$ cat src/rtl/encv_pkg.sv
package encv_pkg;

   typedef enum logic {
      EV_HALF = 1'b0,
      EV_FULL = 1'b1
   } ev_mode_e;

endpackage

$ cat src/rtl/enc_edge_event.sv
module enc_edge_event #(
   parameter int SYNC_STAGES = 2
) (
   input  logic              clk_i,
   input  logic              rst_ni,
   input  logic              ph_a_i,
   input  logic              ph_b_i,
   input  encv_pkg::ev_mode_e mode_i,
   input  logic              gate_i,
   output logic              ev_o
);
   import encv_pkg::*;

   localparam int TOP = SYNC_STAGES - 1;

   generate
      if (SYNC_STAGES < 2) begin : g_bad_sync
         $error("SYNC_STAGES must be at least 2");
      end
   endgenerate

   logic [TOP:0] sync_a, sync_b;
   logic         dly_a, dly_b;
   logic         edge_a, edge_b;

   always_ff @(posedge clk_i or negedge rst_ni) begin
      if (!rst_ni) begin
         sync_a <= '0;
         sync_b <= '0;
         dly_a  <= 1'b0;
         dly_b  <= 1'b0;
      end else begin
         sync_a <= {sync_a[TOP-1:0], ph_a_i};
         sync_b <= {sync_b[TOP-1:0], ph_b_i};
         dly_a  <= sync_a[TOP];
         dly_b  <= sync_b[TOP];
      end
   end

   assign edge_a = sync_a[TOP] ^ dly_a;
   assign edge_b = sync_b[TOP] ^ dly_b;

   always_comb begin
      ev_o = 1'b0;
      if (gate_i) begin
         if (mode_i == EV_FULL) ev_o = edge_a | edge_b;
         else                   ev_o = edge_a;
      end
   end

   // half-resolution mode ignores phase B alone
   p_half_ignores_b_r1: assert property (@(posedge clk_i) disable iff (!rst_ni)
      (mode_i == EV_HALF && edge_b && !edge_a) |-> !ev_o);

   // no event while disabled
   p_no_event_disabled_r8: assert property (@(posedge clk_i) disable iff (!rst_ni)
      !gate_i |-> !ev_o);

endmodule

$ cat src/rtl/enc_event_div.sv
module enc_event_div #(
   parameter int STEP_LOG = 2,
   parameter int SEL_W    = 2
) (
   input  logic             clk_i,
   input  logic             rst_ni,
   input  logic             gate_i,
   input  logic [SEL_W-1:0] sel_i,
   input  logic             ev_i,
   output logic             pulse_o
);
   localparam int NSEL  = 1 << SEL_W;
   localparam int CNT_W = STEP_LOG * (NSEL - 1);

   generate
      if (STEP_LOG < 1 || CNT_W > 24) begin : g_bad_div
         $error("postscaler range out of bounds");
      end
   endgenerate

   logic [CNT_W-1:0] cnt_q;
   logic [CNT_W-1:0] limit;
   logic [CNT_W:0]   lim_w;
   logic [SEL_W-1:0] sel_q;
   logic             clr;

   always_comb begin
      lim_w = ({{CNT_W{1'b0}}, 1'b1} << (STEP_LOG * int'(sel_i))) - 1'b1;
      limit = lim_w[CNT_W-1:0];
   end

   assign clr     = !gate_i || (sel_i != sel_q);
   assign pulse_o = ev_i && !clr && (cnt_q == limit);

   always_ff @(posedge clk_i or negedge rst_ni) begin
      if (!rst_ni) begin
         cnt_q <= '0;
         sel_q <= '0;
      end else begin
         sel_q <= sel_i;
         if (clr)              cnt_q <= '0;
         else if (ev_i) begin
            if (cnt_q == limit) cnt_q <= '0;
            else                cnt_q <= cnt_q + 1'b1;
         end
      end
   end

   // a postscaled pulse always stems from an event
   p_pulse_needs_event_r4: assert property (@(posedge clk_i) disable iff (!rst_ni)
      pulse_o |-> ev_i);

   // a ratio change discards the partial count
   p_sel_change_clears_r9: assert property (@(posedge clk_i) disable iff (!rst_ni)
      (sel_i != sel_q) |=> (cnt_q == '0));

endmodule

$ cat src/rtl/enc_period_timer.sv
module enc_period_timer #(
   parameter int TB_W = 16
) (
   input  logic            clk_i,
   input  logic            rst_ni,
   input  logic            gate_i,
   input  logic            cap_i,
   output logic [TB_W-1:0] val_o,
   output logic            stb_o,
   output logic            ovf_o
);
   localparam logic [TB_W-1:0] TB_MAX = '1;

   generate
      if (TB_W < 2) begin : g_bad_tb
         $error("TB_W must be at least 2");
      end
   endgenerate

   logic [TB_W-1:0] tb_q;

   always_ff @(posedge clk_i or negedge rst_ni) begin
      if (!rst_ni) begin
         tb_q  <= '0;
         val_o <= '0;
         stb_o <= 1'b0;
         ovf_o <= 1'b0;
      end else begin
         stb_o <= 1'b0;
         if (!gate_i) begin
            tb_q  <= '0;
            ovf_o <= 1'b0;
         end else if (cap_i) begin
            val_o <= tb_q;
            tb_q  <= '0;
            stb_o <= 1'b1;
            ovf_o <= 1'b0;
         end else if (tb_q == TB_MAX) begin
            ovf_o <= 1'b1;
         end else begin
            tb_q <= tb_q + 1'b1;
         end
      end
   end

   // capture restarts the time base from zero
   p_clear_on_capture_r5: assert property (@(posedge clk_i) disable iff (!rst_ni)
      (gate_i && cap_i) |=> (tb_q == '0));

   // saturation holds the count
   p_no_overflow_r7: assert property (@(posedge clk_i) disable iff (!rst_ni)
      (gate_i && !cap_i && tb_q == TB_MAX) |=> (tb_q == TB_MAX && ovf_o));

   // register changes only together with the strobe
   p_val_stable_r6: assert property (@(posedge clk_i) disable iff (!rst_ni)
      !stb_o |-> $stable(val_o) || $past(!rst_ni));

   // disabled means no strobe and cleared flag
   p_disabled_quiet_r8: assert property (@(posedge clk_i) disable iff (!rst_ni)
      !gate_i |=> (!stb_o && !ovf_o));

endmodule

$ cat src/rtl/enc_speed_meter.sv
module enc_speed_meter #(
   parameter int TB_W        = 16,
   parameter int SYNC_STAGES = 2,
   parameter int STEP_LOG    = 2,
   parameter int SEL_W       = 2
) (
   input  logic             clk_i,
   input  logic             rst_ni,
   input  logic             phase_a_i,
   input  logic             phase_b_i,
   input  logic             x4_mode_i,
   input  logic [SEL_W-1:0] div_sel_i,
   input  logic             vel_en_ni,
   output logic [TB_W-1:0]  vel_q_o,
   output logic             cap_stb_o,
   output logic             ovf_o
);
   import encv_pkg::*;

   logic     gate;
   logic     ev;
   logic     cap;
   ev_mode_e mode;

   assign gate = !vel_en_ni;
   assign mode = ev_mode_e'(x4_mode_i);

   enc_edge_event #(.SYNC_STAGES(SYNC_STAGES)) edge_i (
      .clk_i  (clk_i),
      .rst_ni (rst_ni),
      .ph_a_i (phase_a_i),
      .ph_b_i (phase_b_i),
      .mode_i (mode),
      .gate_i (gate),
      .ev_o   (ev)
   );

   enc_event_div #(.STEP_LOG(STEP_LOG), .SEL_W(SEL_W)) div_i (
      .clk_i   (clk_i),
      .rst_ni  (rst_ni),
      .gate_i  (gate),
      .sel_i   (div_sel_i),
      .ev_i    (ev),
      .pulse_o (cap)
   );

   enc_period_timer #(.TB_W(TB_W)) tmr_i (
      .clk_i  (clk_i),
      .rst_ni (rst_ni),
      .gate_i (gate),
      .cap_i  (cap),
      .val_o  (vel_q_o),
      .stb_o  (cap_stb_o),
      .ovf_o  (ovf_o)
   );

   // strobe follows a capture request by one cycle
   p_stb_follows_cap_r6: assert property (@(posedge clk_i) disable iff (!rst_ni)
      cap_stb_o |-> $past(cap));

endmodule

$ cat config.mk
export PLATFORM = sky130hd
export DESIGN_NAME = enc_speed_meter
export DESIGN_NICKNAME = d
export VERILOG_FILES = /design/src/rtl/encv_pkg.sv /design/src/rtl/enc_edge_event.sv /design/src/rtl/enc_event_div.sv /design/src/rtl/enc_period_timer.sv /design/src/rtl/enc_speed_meter.sv
export SDC_FILE = /design/constraint.sdc
export NUM_CORES = 1
export LEC_CHECK = 0
export CELL_PAD_IN_SITES_DETAIL_PLACEMENT = 1
export CELL_PAD_IN_SITES_GLOBAL_PLACEMENT = 1
export CORE_MARGIN = 2
export CORE_UTILIZATION = 44
export CTS_BUF_LIST = sky130_fd_sc_hd__clkbuf_4 sky130_fd_sc_hd__clkbuf_8 sky130_fd_sc_hd__clkbuf_16
export DETAILED_ROUTE_END_ITERATION = 10
export PLACE_DENSITY_LB_ADDON = 0.1
export SYNTH_ARGS = -nofsm -noshare
export SYNTH_HDL_FRONTEND = slang
export SYNTH_SLANG_ARGS = --single-unit
$ cat constraint.sdc
create_clock -name clk_i -period 2.5 [get_ports clk_i]
set_input_delay 0.375 -clock clk_i [delete_from_list [all_inputs] [get_ports clk_i]]
set_output_delay 0.375 -clock clk_i [all_outputs]
set_load 0.01 [all_outputs]
* Yosys cells after proc, flatten, opt, wreduce, memory -nomap -nowiden
Index checks and enable logic that the tools add are counted.
** Word-level totals
- Flip-flop bits (word level) :: 48
- Input port bits :: 8
- Output and inout port bits :: 18
** Operators by class
- Add/subtract/negate cells :: 3
- Equal/unequal tests :: 4
- Shifts and indexed selects :: 1
- Mux-type cells :: 13
- Bitwise operators :: 4
- Reductions and logical operators :: 7
** Operators by type and width (count)
- $mux 16 :: 3
- $mux 6 :: 3
- $add 16x1->16 const B :: 1
- $eq 16x16->1 const B :: 1
- $mux 1 :: 7
- $add 6x1->6 const B :: 1
- $eq 6x6->1 :: 1
- $shl 1x3->6 const A :: 1
- $sub 6x1->6 const B :: 1
- $ne 3x3->1 const B :: 1
- $reduce_bool 3->1 :: 1
- $logic_and 1x1->1 :: 2
- $ne 2x2->1 :: 1
- $reduce_and 2->1 :: 1
- $reduce_bool 2->1 :: 1
- $xor 1x1->1 :: 2
- $logic_not 1->1 :: 1
- $logic_or 1x1->1 :: 1
- $not 1->1 :: 1
- $or 1x1->1 :: 1

* Longest topological paths before layout
Gate-level depths: netlist of run 1.
- Depth in word-level cells :: 8
- Mapped depth :: 9
- Depth with buffers taken out :: 7

* Cells and area by module
From an unflattened synthesis of run 1, not the netlist that was laid out.
** Unflattened totals
- Cells, all modules :: 197
- Area total of the unflattened synthesis :: 2214.6 µm²
** By module, submodules not included
- enc_period_timer :: times used 1, cells each 135, area each 1535.2 µm², seq. area each 850.8 µm²
- enc_event_div :: times used 1, cells each 51, area each 495.5 µm², seq. area each 200.2 µm²
- enc_edge_event :: times used 1, cells each 10, area each 180.2 µm², seq. area each 150.1 µm²
- enc_speed_meter :: times used 1, cells each 1, area each 3.8 µm², seq. area each 0.0 µm²

* Worst setup path before layout of run 1
Ideal clock, no wire load.
- Path kind :: input-to-reg
- Start :: input port div_sel_i[0]
- End :: register tmr_i.val_o[0]
- Arrival time :: 1.919 ns
- Data required time :: 2.375 ns
- Path slack :: 0.456 ns
- Stages on the path :: 7
- Path buffers :: 1
- Path through :: or2_2 > ha_1 > xnor2_1 > nor2_1 > nand4_4 > buf_6 > mux2_4
** On the way
- Cells in the longest elaborated chain, start to end :: 6
** Ends and longest elaborated chain
- from (decl) :: RTL line enc_speed_meter.sv:12 : input logic [SEL_W-1:0] div_sel_i,
- parallel branches: the longest is 4 deep, another holds $sub 6x1->6
- $logic_and 1x1->1 (*) :: RTL line enc_event_div.sv:33 : assign pulse_o = ev_i && !clr && (cnt_q == limit);
- $reduce_and 2->1 (no line) (*)
- to (signal assigned) :: RTL line enc_period_timer.sv:34 : val_o <= tb_q;
- to (decl) :: RTL line enc_period_timer.sv:8 : output logic [TB_W-1:0] val_o,
Mark *: on every way between the ends.
A chain may end at the register's enable or synchronous reset.

* Worst setup path after layout of run 1
- Start :: input port div_sel_i[0]
- End :: register div_i.cnt_q[2]
** On the way
- Cells in the longest elaborated chain, start to end :: 6
** Ends and longest elaborated chain
- $shl 1x3->6 :: RTL line enc_event_div.sv:28 : lim_w = ({{CNT_W{1'b0}}, 1'b1} << (STEP_LOG * int'(sel_i))) - 1'b1;
- $sub 6x1->6 :: RTL line enc_event_div.sv:28
- $eq 6x6->1 :: RTL line enc_event_div.sv:43 : if (cnt_q == limit) cnt_q <= '0;
- $mux 6 :: RTL line enc_event_div.sv:43
- $mux 6 :: RTL line enc_event_div.sv:42 : else if (ev_i) begin
- $mux 6 :: RTL line enc_event_div.sv:41 : if (clr) cnt_q <= '0;
- to (signal assigned) :: RTL line enc_event_div.sv:44 : else cnt_q <= cnt_q + 1'b1;
- to (decl) :: RTL line enc_event_div.sv:21 : logic [CNT_W-1:0] cnt_q;
Parallel ways exist; a longest one is shown, timed or not. The select of a mux whose other input is x is not followed.

==> qor.txt, run 1 <==
CTS buffer count = 5
Row count = 25
Worst-Skew Late Latency = 300 ps
Endpoints failing setup = 0
DP Worst Slack = -120 ps
Max Cap Viol = 0
CTS resizes = 0
Post-synthesis register bit count = 48
IO Pins = 26
Worst Tran Pin Value = 592 ps
GP Congestion = 0.824
Cts hold-fix bufs = 0
Slack of the critical path = 202 ps
Met2 routed WL = 2.42 mm
WP buf/inv = 1
Power Dens Cells = 521 nW/um^2
Final period util = 91.9%
Pleak = 1.23 nW
CTS tree = yes
YS warnings = 0
Max Used Layer = met4
Placed insts = 276
Hold Fails Final Rpt = 0
Starting Density = 46.2%
GRT Total Usage = 18.7%
DRC = 0
Avg Inst Size Synth = 12.1 um^2
Max H-tree Level = 2
Die extent in x = 74.6 um
Max Slew Vio Count = 0
Register area share after synthesis = 54.7%
Root buf cell = clkbuf_8
Max-slew headroom = 60.5%
Routed Antenna Nets = 0
Final clock skew = 5.75 ps
Port buffer count = 25
Synthesized instance count = 181
Slowest cell on crit path = clkdlybuf4s50_1
Critical path class = input pin to register
Layout cells sized above 1 = 17.1%
Maximum VDD drop = 0.278 mV
Routed wire length = 4.67 mm
Crit path launch type = input pin
Largest net degree at the start of global routing = 49
Post-DP HPWL = 3.36 mm
Min Tclk post-route = 2300 ps
DIE HEIGHT = 74.6 um
Crit-path leading delay family = compound AO/OA/AOI/OAI gates
Ys flop type = dfrtp_1
Crit path arrival time = 2460 ps
Post-DR wirelength/cell = 16.4 um
Area grow syn2layout = 21.8%
Critical path's largest stage delay = 410 ps
Synthesized Nets = 192
Core area = 4750 um^2
Worst-path cell chain = clkdlybuf4s50_1 -> or2_2 -> ha_1 -> xnor2_1 -> nor2_1 -> a21oi_1 -> nand2_1 -> o311ai_0
Vias per cell = 5.33
R2r startpoint = div_i.cnt_q[0]$_DFFE_PN0P_
RSZ-0062 raised after global routing = no
DRT Pass-1 Iters = 4
Status = finished, final reports clean
Worst setup EP type = register
R2r worst-path depth = 5
N_diodes = 0
Distinct cells, synth = 39
Initial antenna violation count = 0
Post-synth EDFFs = 0
Ys async rst share = 100%
Largest fanout on the critical path = 4
FF-to-FF setup slack = 540 ps
Vias = 1,515
Net count, final = 227
Clk buf depth = 2
Worst-path clk slew = 80 ps
Most frequent cells in the layout = dfrtp_1 (48), clkdlybuf4s50_1 (24), xor2_1 (15)
Met3 WL = 104 um
Fillers = 521
Initial DRC count = 43
CTS sink cnt = 48
Non-filler cells, final = 284
Worst Hold Class = input pin to async pin
# Post-CTS Setup Buffers = 0
Via count of the first global-routing pass = 1,613
Critical Path RT = 2660 ps
Global-route wire length before repair = 7.82 mm
Die area = 5570 um^2
R2r endpoint = tmr_i.val_o[10]$_DFFE_PN0P_
Final global-route overflow total = 0
Metal-1 WL = 2.08 mm
Post-synthesis instance area = 2190 um^2
Fmax = 0.435 GHz
Commonest non-fill, non-tap cell in the layout = dfrtp_1
-- cell families (layout without fill, tap and decap cells) --
kind of cell,Yosys count,in the layout,synth area share [%]
mux,18,18,10.7
simple gates,63,63,16.0
compound gates,24,24,8.10
xor+xnor,17,17,6.78
fa+ha+maj,3,3,1.71
flops,48,48,54.7
buf+inv,8,44,2.05
-- per-stage QoR --
step | hold slack, ps | utilization (%) | power [mW] | cell area (um^2) | setup TNS, ps
2_1_floorplan | 79.4 | - | 0.861 | 2190 | 0
3_3_place_gp | 338 | 54.2 | 0.912 | 2570 | 0
3_5_place_dp | 341 | 54.2 | 0.919 | 2570 | -322
4_1_cts | 178 | 56.2 | 1.41 | 2670 | 0
5_1_grt | 203 | 56.2 | 1.44 | 2670 | 0
6_report | 164 | 56.2 | 1.39 | 2670 | 0
-- registers in the layout, summed over array words and instances (netlist names) --
| register | count |
|---|---|
| tmr_i.tb_q | 16 |
| div_i.sel_q | 2 |
| tmr_i.ovf_o | 1 |
| div_i.cnt_q | 6 |
| tmr_i.stb_o | 1 |
| edge_i.dly_a | 1 |
| edge_i.dly_b | 1 |
| edge_i.sync_a | 2 |
| tmr_i.val_o | 16 |
| edge_i.sync_b | 2 |
-- power breakdown --
| group | internal, mW | switching, mW | leakage [nW] |
|---|---|---|---|
| clock | 0.236 | 0.254 | 0.0479 |
| sequential | 0.790 | 0.0135 | 0.649 |
| combinational | 0.0447 | 0.0535 | 0.534 |
-- layer usage --
metal / track usage, % / vias to the layer above
met3: 4.02 / 7
li1: - / 724
met2: 32.7 / 20
met5: 0 / -
met4: 5.36 / 0
met1: 23.4 / 764
-- area by class of cell --
type                            instances  area (um^2)  share of cell area [%]
Sequential cell                        48         1200                    44.9
Clock buffer                            7         90.1                    3.37
Clock inverter                          1         7.51                   0.281
Multi-Input combinational cell        125          948                    35.5
Tap cell                               67         83.8                    3.14
Timing Repair Buffer                   33          330                    12.4
Inverter                                3         11.3                   0.421
-- synth_stat cells (all sizes together) (2+ instances only) --
library cell / instances / area share, %
nor3: 3 / 0.68
nand3: 9 / 2.1
a21oi: 5 / 1.1
a211oi: 2 / 0.68
a31oi: 2 / 0.57
clkbuf: 2 / 0.34
mux2i: 2 / 0.91
nand2b: 2 / 0.57
mux2: 16 / 9.7
nand2: 11 / 1.9
o21ai: 5 / 1.1
and4: 4 / 1.6
or3: 2 / 0.57
nor2: 14 / 2.4
nand4: 6 / 2.4
inv: 3 / 0.51
and3: 6 / 1.7
o211ai: 2 / 0.68
buf: 3 / 1.2
xor2: 15 / 6.0
o311ai: 2 / 0.80
ha: 3 / 1.7
and2: 2 / 0.57
xnor2: 2 / 0.80
dfrtp: 48 / 55
-- worst max-delay path by stage --
stage / startpoint / to / slack, ps / depth (start not counted)
2_1_floorplan: div_sel_i[0] / tmr_i.val_o[0]$_DFFE_PN0P_ / 460 / 7
3_5_place_dp: div_sel_i[0] / div_i.cnt_q[2]$_DFFE_PN0P_ / -120 / 8
3_3_place_gp: div_sel_i[0] / tmr_i.val_o[14]$_DFFE_PN0P_ / 60 / 8
6_report: div_sel_i[0] / div_i.cnt_q[2]$_DFFE_PN0P_ / 200 / 8
5_1_grt: div_sel_i[1] / div_i.cnt_q[2]$_DFFE_PN0P_ / 60 / 9
4_1_cts: div_sel_i[0] / div_i.cnt_q[5]$_DFFE_PN0P_ / 190 / 8
Power figures use the tool's default switching activity.
==> inputs of run 2 (changes only) <==
CELL_PAD_IN_SITES_GLOBAL_PLACEMENT = 2   (was 1)
CORE_UTILIZATION = 37   (was 44)
==> run 2 against run 1 <==
  * Global-route usage is 2.9 points lower
  * Routed wire length is 0.19% lower
  * Combinational power is 0.6% higher
  * Critical endpoint is now tmr_i.val_o[12]$_DFFE_PN0P_
  * Highest routed layer unchanged
==> qor.txt, run 2 (same netlist as run 1, synthesis figures left out) <==
Internal power = 1.16 mW (was 1.07 mW)
Largest fanout on the critical path = 11 (was 4)
Worst Hold Class = register to register (was input pin to async pin)
Critical path's largest stage delay = 460 ps (was 410 ps)
Tot Pwr = 1.50 mW (was 1.39 mW)
Power Dens Cells = 550 nW/um^2 (was 521 nW/um^2)
CTS buffer count = 5 (unchanged)
Root buf cell = clkbuf_8 (unchanged)
Row count = 28 (was 25)
Initial DRC count = 34 (was 43)
Max H-tree Level = 2 (unchanged)
Port buffer count = 25 (unchanged)
Hold Path Depth = 0
Die extent in x = 81.0 um (was 74.6 um)
Worst-Skew Late Latency = 300 ps (about the same)
Routed Antenna Nets = 0 (unchanged)
Via count of the first global-routing pass = 1,631 (was 1,613)
Critical Path RT = 2690 ps (was 2660 ps)
Post-DR wirelength/cell = 15.9 um (was 16.4 um)
DIE HEIGHT = 81.0 um (was 74.6 um)
Clock group share of total power = 39.8% (was 35.2%)
Starting Density = 37.7% (was 46.2%)
Vias = 1,537 (was 1,515)
Most frequent cells in the layout = dfrtp_1 (48), clkdlybuf4s50_1 (24), xor2_1 (15) (unchanged)
Core area = 5820 um^2 (was 4750 um^2)
Vias per cell = 5.23 (was 5.33)
Logic gate share of total power = 6.6% (was 7.1%)
P_sw = 0.335 mW (was 0.321 mW)
Die area = 6560 um^2 (was 5570 um^2)
Largest net degree at the start of global routing = 23 (was 49)
RSZ-0062 raised after global routing = no (unchanged)
Endpoints failing setup = 0 (unchanged)
Final global-route overflow total = 0 (unchanged)
Final core occ = 46.8% (was 56.2%)
Final period util = 88.3% (was 91.9%)
Crit path arrival time = 2400 ps (was 2460 ps)
Layout cells sized above 1 = 17.4% (was 17.1%)
Worst Tran Pin Value = 434 ps (was 592 ps)
Commonest non-fill, non-tap cell in the layout = dfrtp_1 (unchanged)
GP Congestion = 0.714 (was 0.824)
Sw frac = 22.4% (was 23.1%)
Min Tclk post-route = 2210 ps (was 2300 ps)
Area grow syn2layout = 24.1% (was 21.8%)
CTS resizes = 0 (unchanged)
Initial antenna violation count = 0 (unchanged)
IO Pins = 26 (unchanged)
Worst-path cell chain = clkdlybuf4s50_1 -> or2_2 -> ha_1 -> xnor2_1 -> nor2_1 -> nand4_4 -> buf_12 -> mux2_4 (was clkdlybuf4s50_1 -> or2_2 -> ha_1 -> xnor2_1 -> nor2_1 -> a21oi_1 -> nand2_1 -> o311ai_0)
DRC = 0 (unchanged)
N_diodes = 0 (unchanged)
TNS Setup = 0 ps (unchanged)
R2r worst-path depth = 5 (unchanged)
Worst-path clk slew = 90 ps (was 80 ps)
Largest regs = tmr_i.tb_q (16), tmr_i.val_o (16), div_i.cnt_q (6) (unchanged)
DRT Pass-1 Iters = 4 (unchanged)
Critical path class = input pin to register (unchanged)
Crit path launch type = input pin (unchanged)
Pleak = 1.25 nW (was 1.23 nW)
Max Slew Vio Count = 0 (unchanged)
Clk buf depth = 2 (unchanged)
Final clock skew = 4.61 ps (was 5.75 ps)
Fmax = 0.453 GHz (was 0.435 GHz)
CTS tree = yes (unchanged)
Status = finished, final reports clean (unchanged)
Net count, final = 229 (was 227)
Slowest cell on crit path = clkdlybuf4s50_1 (unchanged)
GRT Total Usage = 15.8% (was 18.7%)
Hold Fails Final Rpt = 0 (unchanged)
Worst setup EP type = register (unchanged)
Max Cap Viol = 0 (unchanged)
Maximum VDD drop = 0.268 mV (was 0.278 mV)
Max-slew headroom = 71.0% (was 60.5%)
CTS sink cnt = 48 (unchanged)
Global-route wire length before repair = 7.92 mm (was 7.82 mm)
Routed wire length = 4.66 mm (was 4.67 mm)
Post-DP HPWL = 3.48 mm (was 3.36 mm)
Flop pwr share = 53.6% (was 57.7%)
-- run 2: cell types whose count changed in the layout (fill, tap and decap cells not counted) --
cell | previous run | this run
dlygate4sd3_1 | 0 | 1
bufinv_16 | 0 | 1
buf_4 | 6 | 7
clkinvlp_4 | 1 | 0
clkinv_4 | 0 | 1
clkbuf_4 | 1 | 0
-- run 2: metal layers --
| metal | vias up | routed length [um] | global-route usage, % |
|---|---|---|---|
| li1 | 723 | - | - |
| met4 | 0 | 53 | 4.07 |
| met1 | 792 | 2040 | 19.1 |
| met5 | - | 0 | 0 |
| met3 | 5 | 120 | 3.78 |
| met2 | 17 | 2450 | 28.0 |
-- run 2: timing repair --
| item | CTS | global route |
|---|---|---|
| endpoints found under the hold margin | 12 | 0 |
| buffers inserted | 0 | 0 |
| hold buffers | 1 | 0 |
-- run 2: area by class of cell --
type,instances,area [um^2]
Fill cell,639,3090
Sequential cell,48,1200
Multi-Input combinational cell,125,948
Timing Repair Buffer,35,348
Tap cell,75,93.8
Clock buffer,6,82.6
Clock inverter,2,38.8
Inverter,3,11.3
-- run 2: critical path, delay by kind of cell --
kind,cells,cell delay (ps)
fa+ha+maj,1,300
mux,1,300
xor+xnor,1,130
buf+inv,2,640
simple gates,3,650
-- run 2: stage by stage --
| step | hold slack, ps | setup WS [ps] | instance area (um^2) | instances |
|---|---|---|---|---|
| floorplan | 79.4 | 456 | 2190 | 181 |
| global placement | 282 | -7.09 | 2590 | 285 |
| detailed placement | 286 | -31.2 | 2590 | 285 |
| CTS | 369 | 290 | 2720 | 294 |
| global route | 380 | 173 | 2720 | 294 |
| finish | 365 | 292 | 2720 | 294 |
-- run 2: path summary, 6_finish.rpt --
check	from	to	slack, ps
min reg2reg	edge_i.sync_b[0]$_DFF_PN0_	edge_i.sync_b[1]$_DFF_PN0_	360
max in group asynchronous	rst_ni	tmr_i.val_o[1]$_DFFE_PN0P_	1420
max	div_sel_i[0]	tmr_i.val_o[12]$_DFFE_PN0P_	290
max reg2reg	div_i.cnt_q[0]$_DFFE_PN0P_	tmr_i.val_o[12]$_DFFE_PN0P_	540
min	edge_i.sync_b[0]$_DFF_PN0_	edge_i.sync_b[1]$_DFF_PN0_	360
min in group asynchronous	rst_ni	edge_i.dly_b$_DFF_PN0_	490
-- run 2: power by group through the flow --
stage | clock (mW) | combinational [mW] | sequential [mW]
finish | 0.596 | 0.0988 | 0.803
global placement | 0 | 0.0967 | 0.818
CTS | 0.609 | 0.102 | 0.804
global route | 0.651 | 0.109 | 0.806
floorplan | 0 | 0.0445 | 0.816
detailed placement | 0 | 0.100 | 0.819
